File: src/rtl/rect_fill.sv
module rect_fill #(
  parameter int X_W = 11,
  parameter int Y_W = 11,
  parameter int LINE_SHIFT = 13,
  parameter int RD_LAT = 2,
  localparam int ADDR_W = Y_W + LINE_SHIFT,
  localparam int LAT_W = $clog2(RD_LAT + 1)
) (
  input  logic              clk,
  input  logic              rst_n,
  input  logic              reg_we,
  input  logic [2:0]        reg_sel,
  input  logic [31:0]       reg_wdata,
  output logic              reg_ready,
  output logic              busy,
  output logic              mem_req,
  output logic              mem_we,
  output logic [ADDR_W-1:0] mem_addr,
  output logic [31:0]       mem_wdata,
  input  logic              mem_ready,
  input  logic [31:0]       mem_rdata
);
  localparam logic [7:0] OP_RECT = 8'h08;
  localparam logic [7:0] ROP_NEW = 8'h83;
  localparam logic [7:0] ROP_OLD = 8'h85;
  localparam logic [7:0] ROP_XOR = 8'h86;

  typedef enum logic [1:0] {S_IDLE, S_RD, S_WAIT, S_WR} st_t;
  st_t st;

  logic [7:0]     drawop, rop;
  logic [31:0]    fg, pmask, old_pix, res;
  logic [Y_W-1:0] top, hgt, cy, row;
  logic [X_W-1:0] left, wid, cx, col;
  logic [LAT_W-1:0] lat;

  wire take     = reg_we && reg_ready;
  wire start    = take && reg_sel == 3'd4 && drawop == OP_RECT &&
                  reg_wdata[X_W-1:0] != '0 && hgt != '0;
  wire need_rd  = rop == ROP_OLD || rop == ROP_XOR || pmask != '1;
  wire acc      = mem_req && mem_ready;
  wire last_col = col == wid - 1'b1;
  wire last_row = row == hgt - 1'b1;
  wire st_t nxt = need_rd ? S_RD : S_WR;

  assign busy      = st != S_IDLE;
  assign reg_ready = !busy;
  assign mem_req   = st == S_RD || st == S_WR;
  assign mem_we    = st == S_WR;
  assign mem_addr  = (ADDR_W'(cy) << LINE_SHIFT) + (ADDR_W'(cx) << 2);

  always_comb begin
    case (rop)
      ROP_OLD: res = old_pix;
      ROP_XOR: res = fg ^ old_pix;
      default: res = fg;
    endcase
  end
  assign mem_wdata = (res & pmask) | (old_pix & ~pmask);

  always_ff @(posedge clk) begin
    if (!rst_n) begin
      drawop  <= '0;
      rop     <= ROP_NEW;
      fg      <= '0;
      pmask   <= '1;
      top     <= '0;
      left    <= '0;
      hgt     <= '0;
      wid     <= '0;
      st      <= S_IDLE;
      cx      <= '0;
      cy      <= '0;
      col     <= '0;
      row     <= '0;
      lat     <= '0;
      old_pix <= '0;
    end else begin
      if (take) begin
        case (reg_sel)
          3'd0: drawop <= reg_wdata[7:0];
          3'd1: top    <= reg_wdata[Y_W-1:0];
          3'd2: left   <= reg_wdata[X_W-1:0];
          3'd3: hgt    <= reg_wdata[Y_W-1:0];
          3'd4: wid    <= reg_wdata[X_W-1:0];
          3'd5: fg     <= reg_wdata;
          3'd6: rop    <= reg_wdata[7:0];
          default: pmask <= reg_wdata;
        endcase
      end
      case (st)
        S_IDLE: if (start) begin
          cx  <= left;
          cy  <= top;
          col <= '0;
          row <= '0;
          st  <= nxt;
        end
        S_RD: if (acc) begin
          lat <= LAT_W'(1);
          st  <= S_WAIT;
        end
        S_WAIT: begin
          if (lat == LAT_W'(RD_LAT)) begin
            old_pix <= mem_rdata;
            st      <= S_WR;
          end else begin
            lat <= lat + 1'b1;
          end
        end
        S_WR: if (acc) begin
          if (last_col) begin
            col <= '0;
            cx  <= left;
            if (last_row) begin
              st <= S_IDLE;
            end else begin
              row <= row + 1'b1;
              cy  <= cy + 1'b1;
              st  <= nxt;
            end
          end else begin
            col <= col + 1'b1;
            cx  <= cx + 1'b1;
            st  <= nxt;
          end
        end
        default: st <= S_IDLE;
      endcase
    end
  end
endmodule

File: config.mk
export PLATFORM = sky130hd
export DESIGN_NAME = rect_fill
export DESIGN_NICKNAME = d
export VERILOG_FILES = /design/src/rtl/rect_fill.sv
export SDC_FILE = /design/constraint.sdc
export NUM_CORES = 1
export LEC_CHECK = 0
export ABC_AREA = 1
export BUFFER_PORTS_ARGS = -buffer_cell sky130_fd_sc_hd__buf_2
export CORE_AREA = 2 2 162 164
export DETAILED_ROUTE_END_ITERATION = 16
export DIE_AREA = 0 0 164 166
export PLACE_DENSITY = 0.61
export SLEW_MARGIN = 40
export SYNTH_ARGS = -nofsm -noshare
export SYNTH_HDL_FRONTEND = slang
export SYNTH_SLANG_ARGS = --single-unit
File: constraint.sdc
create_clock -name clk -period 1.9 [get_ports clk]
set_input_delay 0.38 -clock clk [delete_from_list [all_inputs] [get_ports clk]]
set_output_delay 0.38 -clock clk [all_outputs]
set_load 0.005 [all_outputs]
==> metrics.log, run 1 <==
[metrics] Clock Tree Buf Depth: 3
[metrics] number of pins with negative max-slew slack in the final report: 0
[metrics] clock latency at the later pin of the worst-skew pair: 0.51 ns
[metrics] crit path kind: reg -> out
[metrics] Root Buffer: clkbuf_16
[metrics] number of enable flip-flop cells after synthesis: 0
[metrics] final-layout setup total negative slack: -27.17 ns
[metrics] Layout Nets: 1750
[metrics] relative max-transition margin: 65.5%
[metrics] maximum level of the CTS H-tree: 1
[metrics] post-detailed-route DRC marker count: 0
[metrics] violations in the final reports: setup timing
[metrics] initial standard-cell utilization of the core: 39.1%
[metrics] proportion of layout cells with a drive suffix above 1: 29.7%
[metrics] I/O pin total: 131
[metrics] number of antenna violations at the first check in global routing: 4
[metrics] CP delay by family, top: simple AND/OR/NAND/NOR gates
[metrics] number of global-route vias before repair: 9932
[metrics] post-synth cell types: 41
[metrics] final worst path period share: 134%
[metrics] Setup violations, final: 78
[metrics] cell-by-cell listing of the critical path: nor4b_4 -> buf_4 -> nand3_4 -> nand2_4 -> buf_6 -> o21ai_0 -> a32o_1 -> buf_2
[metrics] Least-Margin Pin Slew: 0.512 ns
[metrics] top cells by area, synth: dfxtp_1 41%, nand2_1 9.3%, o21ai_0 8.6%, nor2_1 8.3%, nand3_1 5.8%
[metrics] clock slew at reported path FFs: 0.06 ns
[metrics] leading post-synthesis cells by instance count: 249 x nand2_1, 220 x nor2_1, 204 x dfxtp_1, 171 x o21ai_0, 122 x inv_1
[metrics] Synth-to-Final Area Change: 37.7%
[metrics] proportion of synthesized flip-flops having asynchronous set or reset: 0%
[metrics] Final Hold Violating Endpoints: 0
[metrics] total chip power: 0.0153 W
[metrics] outcome: finished, violations left
[metrics] vias: 10671
[metrics] Synth Flop Type: dfxtp_1
[metrics] type of element capturing the critical path: primary output
[metrics] cell count after synthesis: 1443
[metrics] RSZ-0062 raised after global routing: true
[metrics] floorplan die area: 27200 um^2
[metrics] Std-Cell Rows: 59
[metrics] proportion of synthesized chip area in sequential cells: 40.8%
[metrics] fillcell total: 2417
[metrics] largest area contributor in the synthesized netlist: dfxtp_1
[metrics] count of input and output buffers: 128
[metrics] total global routing overflow: 0
[metrics] post-route insts no fill: 2027
[metrics] Hold-fix buffers, CTS: 0
[metrics] Netlist Area Pre-Place: 10000 um^2
[metrics] residual antenna-violating net count after detailed routing: 0
[metrics] final weighted congestion in routability-driven placement: 0.881
[metrics] launching element type of the critical path: register
[metrics] power per standard cell area: 1110 nW/um^2
[metrics] Crit path required time: 1.52 ns
[metrics] share of the synthesized area in the top cell type: 40.8%
[metrics] mean instance size in the synthesized netlist: 6.94 um^2
[metrics] largest net degree at the start of global routing: 81
[metrics] critical-path maximum fanout: 5
[metrics] number of optimization iterations in the first detailed-route pass: 5
[metrics] maximum ir drop on the vdd rail: 0.625 mV
[metrics] final worst clock skew: 0.00876 ns
[metrics] Die Width: 164 um
[metrics] Arr. time, crit path: 2.17 ns
[metrics] cell type of the slowest stage on the worst timing path: dfxtp_2
[metrics] sinks on the clock net: 204
[metrics] post-route worst hold slack: 0.0964 ns
[metrics] Vert. Die Dim: 166 um
[metrics] time the worst path needs with I/O delays and setup: 2.55 ns
[metrics] class of the most critical hold timing path: in -> reg
[metrics] Core Box Area: 25600 um^2
[metrics] most instantiated library cell after synthesis: nand2_1
[metrics] number of buffers created by CTS: 23
[metrics] number of max-capacitance violations reported: 0
[metrics] first-iteration detailed-routing DRC count: 705
[metrics] core occupancy in the finished layout: 53.8%
[metrics] first-pass GRT wire length: 51.3 mm
[metrics] post-detail-place hpwl: 21.6 mm
[metrics] achievable clock frequency: 392 MHz
[metrics] average via count per standard cell: 5.26
[metrics] leakage dissipation: 6.11 nW
[metrics] routed wire length: 32.3 mm
[metrics] Yosys warnings: 0
[metrics] TritonCTS clock tree: done
[metrics] Placed Cells incl. Taps: 1950
[metrics] detail-routed net length per standard cell: 15.9 um
[metrics] buffers and inverters on the worst path: 3
[metrics] number of storage elements in the synthesis netlist: 204
[metrics] slack of the critical path: -0.650 ns
[metrics] overall routing resource usage: 23.1%
[metrics] CP max stage delay: 0.33 ns
==> placed cells by master (no fill, tap or decap), types with 7 or more instances in the layout <==
master,n
nor2_4,13
nor3_1,11
nor2_1,183
nand2_4,10
o21ai_0,140
nand4_1,16
nand3_2,16
nand2_2,21
a21oi_1,89
xor2_1,20
buf_2,127
inv_2,9
dfxtp_1,193
nor2_2,26
o21ai_2,20
buf_12,13
buf_4,117
nand3_1,97
a32o_1,30
dfxtp_2,11
o211ai_1,34
o21ai_1,15
nand2_1,220
buf_6,25
a21oi_2,16
clkbuf_16,23
inv_1,111
xnor2_1,7
==> sequential cells by signal, summed over array words and instances (netlist names), 8 cells and up <==
| name | flops |
|---|---|
| wid | 11 |
| pmask | 32 |
| cy | 11 |
| left | 11 |
| top | 11 |
| fg | 32 |
| old_pix | 32 |
| cx | 11 |
| row | 11 |
| drawop | 8 |
| rop | 8 |
| hgt | 11 |
| col | 11 |
==> metal layers <==
metal	track usage, %	vias to the layer above	wire, um
met5	0	-	0
met4	7.36	0	678
met3	2.87	41	1770
met2	37.6	295	15300
met1	31.9	5046	14500
li1	-	5289	-
==> report_power, final <==
group	switching, W	internal [W]
Combinational	0.00292	0.00236
Clock	0.00186	0.00303
Sequential	0.000378	0.00471
Total	0.00516	0.0101
==> logic make-up (layout without fill, tap and decap cells) <==
| kind of cell | count (synthesis) | in the layout | share of synthesized area (%) |
|---|---|---|---|
| buffers and inverters | 209 | 453 | 8.22 |
| XOR/XNOR | 30 | 30 | 2.62 |
| multiplexers | 2 | 2 | 0.200 |
| adder cells (fa/ha/maj) | 7 | 7 | 0.875 |
| other | 1 | 6 | 0.0375 |
| AND/OR/NAND/NOR | 637 | 637 | 27.0 |
| AO/OA/AOI/OAI | 353 | 353 | 20.3 |
| flip-flops | 204 | 204 | 40.8 |
==> timing repair <==
item	CTS	global route
resized for setup	177	92
buffers inserted	26	12
endpoints found under the setup margin	79	89
pin swaps	63	58
cloned	4	0
==> final timing paths <==
path	slack, ns	cells after the start	from	end
worst max-delay path	-0.65	8	rop[5]$_SDFFE_PN0P_	mem_wdata[16]
worst min-delay path	0.1	3	reg_wdata[20]	pmask[20]$_SDFFE_PN1P_
worst max register to register	-0.27	16	wid[0]$_SDFFE_PN0P_	row[3]$_SDFFE_PN0P_
worst min register to register	0.45	2	drawop[4]$_SDFFE_PN0P_	drawop[4]$_SDFFE_PN0P_
==> worst min-delay path: cells and delay by family <==
kind | cells | cell delay [ns]
buffers and inverters | 1 | 0.09
and+or+nand+nor | 2 | 0.11
==> final cells by class <==
class | count | area (um^2) | area share, %
inverter | 126 | 500 | 3.63
multi-input combinational | 1031 | 5790 | 42.0
timing repair buffer | 286 | 2130 | 15.4
sequential | 204 | 4100 | 29.7
clock inverter | 14 | 215 | 1.56
tap | 335 | 419 | 3.04
clock buffer | 27 | 621 | 4.50
antenna | 4 | 10.0 | 0.0726
==> per-stage QoR <==
step | setup WS, ns | cell area [um^2]
after floorplan | 0.00144 | 10000
after global placement | -0.193 | 11800
after detailed placement | -0.236 | 11800
after CTS | -0.634 | 13400
after global routing | -0.738 | 13800
final | -0.650 | 13800
No activity file was read; power rests on OpenSTA's default activity.
==> run 2: changes to the inputs <==
--- a/config.mk
+++ b/config.mk
@@ -7,10 +7,12 @@
 export LEC_CHECK = 0
 export ABC_AREA = 1
 export BUFFER_PORTS_ARGS = -buffer_cell sky130_fd_sc_hd__buf_2
-export CORE_AREA = 2 2 162 164
+export CELL_PAD_IN_SITES_DETAIL_PLACEMENT = 1
+export CELL_PAD_IN_SITES_GLOBAL_PLACEMENT = 1
+export CORE_AREA = 3 3 167 169
 export DETAILED_ROUTE_END_ITERATION = 16
-export DIE_AREA = 0 0 164 166
-export PLACE_DENSITY = 0.61
+export DIE_AREA = 0 0 170 172
+export PLACE_DENSITY = 0.77
 export SLEW_MARGIN = 40
 export SYNTH_ARGS = -nofsm -noshare
 export SYNTH_HDL_FRONTEND = slang
==> metrics.log, run 2 (synthesized netlist as in run 1, its figures left out) <==
[metrics] leading cell types in the layout, fill and taps excluded: 221 x nand2_1, 194 x dfxtp_1, 189 x nor2_1
[metrics] final worst clock skew: 0.0194 ns (+0.0106 ns)
[metrics] first-pass GRT wire length: 60.2 mm (+17%)
[metrics] overall routing resource usage: 25.1% (+2.0 points)
[metrics] launching element type of the critical path: register
[metrics] Setup violations, final: 78 (unchanged)
[metrics] total area of multi-input combinational cells: 5870 um^2 (+1.2%)
[metrics] clock latency at the later pin of the worst-skew pair: 0.52 ns (about the same)
[metrics] violations in the final reports: setup timing
[metrics] Crit path required time: 1.52 ns (about the same)
[metrics] largest registers ranked by flip-flop count: fg (32), old_pix (32), pmask (32)
[metrics] type of element capturing the critical path: primary output
[metrics] number of optimization iterations in the first detailed-route pass: 5 (unchanged)
[metrics] maximum ir drop on the vdd rail: 0.621 mV (-0.53%)
[metrics] Root Buffer: clkbuf_16
[metrics] number of max-capacitance violations reported: 0 (unchanged)
[metrics] post-route worst hold slack: 0.0884 ns (-0.00795 ns)
[metrics] time the worst path needs with I/O delays and setup: 2.61 ns (+0.0602 ns)
[metrics] Die Width: 170 um (+3.7%)
[metrics] achievable clock frequency: 383 MHz (-2.3%)
[metrics] final worst path period share: 137% (+3.2 points)
[metrics] I/O pin total: 131 (unchanged)
[metrics] post-route cell area: 13900 um^2 (+0.78%)
[metrics] critical-path maximum fanout: 12 (+7)
[metrics] count of input and output buffers: 128 (unchanged)
[metrics] post-detailed-route DRC marker count: 0 (unchanged)
[metrics] sinks on the clock net: 204 (unchanged)
[metrics] final weighted congestion in routability-driven placement: 0.829 (-5.9%)
[metrics] Std-Cell Rows: 60 (+1.7%)
[metrics] vias: 11184 (+4.8%)
[metrics] slack of the critical path: -0.710 ns (-0.0602 ns)
[metrics] clock slew at reported path FFs: 0.06 ns (about the same)
[metrics] residual antenna-violating net count after detailed routing: 0 (unchanged)
[metrics] maximum level of the CTS H-tree: 1 (unchanged)
[metrics] Core Box Area: 26700 um^2 (+4.3%)
[metrics] Cell Area, Placed: 11900 um^2 (+0.76%)
[metrics] post-detail-place hpwl: 25.2 mm (+17%)
[metrics] routed wire length: 39.7 mm (+23%)
[metrics] fillcell total: 3381 (+40%)
[metrics] initial standard-cell utilization of the core: 37.5% (-1.6 points)
[metrics] Vert. Die Dim: 172 um (+3.6%)
[metrics] class of the most critical hold timing path: in -> reg
[metrics] Arr. time, crit path: 2.23 ns (+0.06 ns)
[metrics] largest net degree at the start of global routing: 52 (-36%)
[metrics] Clock Tree Buf Depth: 3 (unchanged)
[metrics] crit path kind: reg -> out
[metrics] average via count per standard cell: 5.47 (+3.9%)
[metrics] Synth-to-Final Area Change: 38.8%
[metrics] number of pins with negative max-slew slack in the final report: 0 (unchanged)
[metrics] TritonCTS clock tree: done
[metrics] detail-routed net length per standard cell: 19.4 um (+22%)
[metrics] most common cell after layout, fill and taps aside: nand2_1
[metrics] Layout Nets: 1767 (+0.97%)
[metrics] outcome: finished, violations left
[metrics] number of global-route vias before repair: 11667 (+17%)
[metrics] Final Hold Violating Endpoints: 0 (unchanged)
[metrics] proportion of layout cells with a drive suffix above 1: 30.4% (+0.68 points)
[metrics] power per standard cell area: 1110 nW/um^2 (+0.31%)
[metrics] register cell area after layout: 4100 um^2 (about the same)
[metrics] number of antenna violations at the first check in global routing: 3 (-1)
[metrics] number of buffers created by CTS: 25 (+8.7%)
[metrics] total global routing overflow: 0 (unchanged)
[metrics] RSZ-0062 raised after global routing: true
[metrics] register-to-register path setup slack: -0.45 ns (-0.18 ns)
[metrics] floorplan die area: 29200 um^2 (+7.4%)
[metrics] worst slack, placed: -0.375 ns (-0.139 ns)
[metrics] total chip power: 0.0154 W (+1.1%)
[metrics] leakage dissipation: 6.17 nW (+0.97%)
[metrics] first-iteration detailed-routing DRC count: 570 (-19%)
[metrics] Hold-fix buffers, CTS: 0 (unchanged)
-- run 2: final timing paths --
check,start,depth (start not counted),end
setup / recovery,rop[5]$_SDFFE_PN0P_,7,mem_wdata[17]
setup reg to reg,wid[0]$_SDFFE_PN0P_,16,row[7]$_SDFFE_PN0P_
hold reg to reg,drawop[4]$_SDFFE_PN0P_,2,drawop[4]$_SDFFE_PN0P_
hold / removal,reg_wdata[11],3,pmask[11]$_SDFFE_PN1P_
-- run 2: where the power goes --
group          switching [W]  leakage, nW  internal (W)
clock                0.00186        0.396       0.00289
sequential          0.000384         1.66       0.00471
combinational        0.00324         4.12       0.00234
-- run 2: what timing repair did --
action                                  in CTS  in global routing
hold endpoints to repair                     0                  0
setup buffers                               21                 16
gates resized for setup                    172                117
endpoints found under the setup margin      80                117
cloned                                       3                  1
pin swaps                                   46                 46
-- run 2: cell type report --
cell class,instances,share of cell area (%)
multi-input combinational,1031,42.2
sequential,204,29.5
timing repair buffer,301,15.8
clock buffer,35,5.21
inverter,126,3.63
tap,341,3.07
clock inverter,6,0.594
antenna,1,0.0180
-- run 2: per-layer routing --
metal / GRT usage (%) / routed length (um) / vias up
li1: - / - / 5324
met1: 30.8 / 16200 / 5465
met2: 46.0 / 20100 / 296
met3: 3.57 / 2060 / 95
met4: 7.16 / 1310 / 4
met5: 0 / 14 / -
-- run 2: stage by stage --
| step | setup TNS [ns] | utilization, % | std cells |
|---|---|---|---|
| after floorplan | 0 | - | 1444 |
| after global placement | -13.88 | 44.6 | 1972 |
| after detailed placement | -21.60 | 44.6 | 1972 |
| after CTS | -31.60 | 50.4 | 2035 |
| after global routing | -44.60 | 52.0 | 2045 |
| final | -37.14 | 52.0 | 2045 |
-- run 2: worst max-delay path, cell delays in order, from the launching register on --
cell and delay [ns]:
dfxtp_2 0.33, nor4b_4 0.32, nand4_1 0.23, nand2_4 0.19, buf_12 0.15, o21ai_0 0.09, a32o_1 0.25, buf_2 0.13
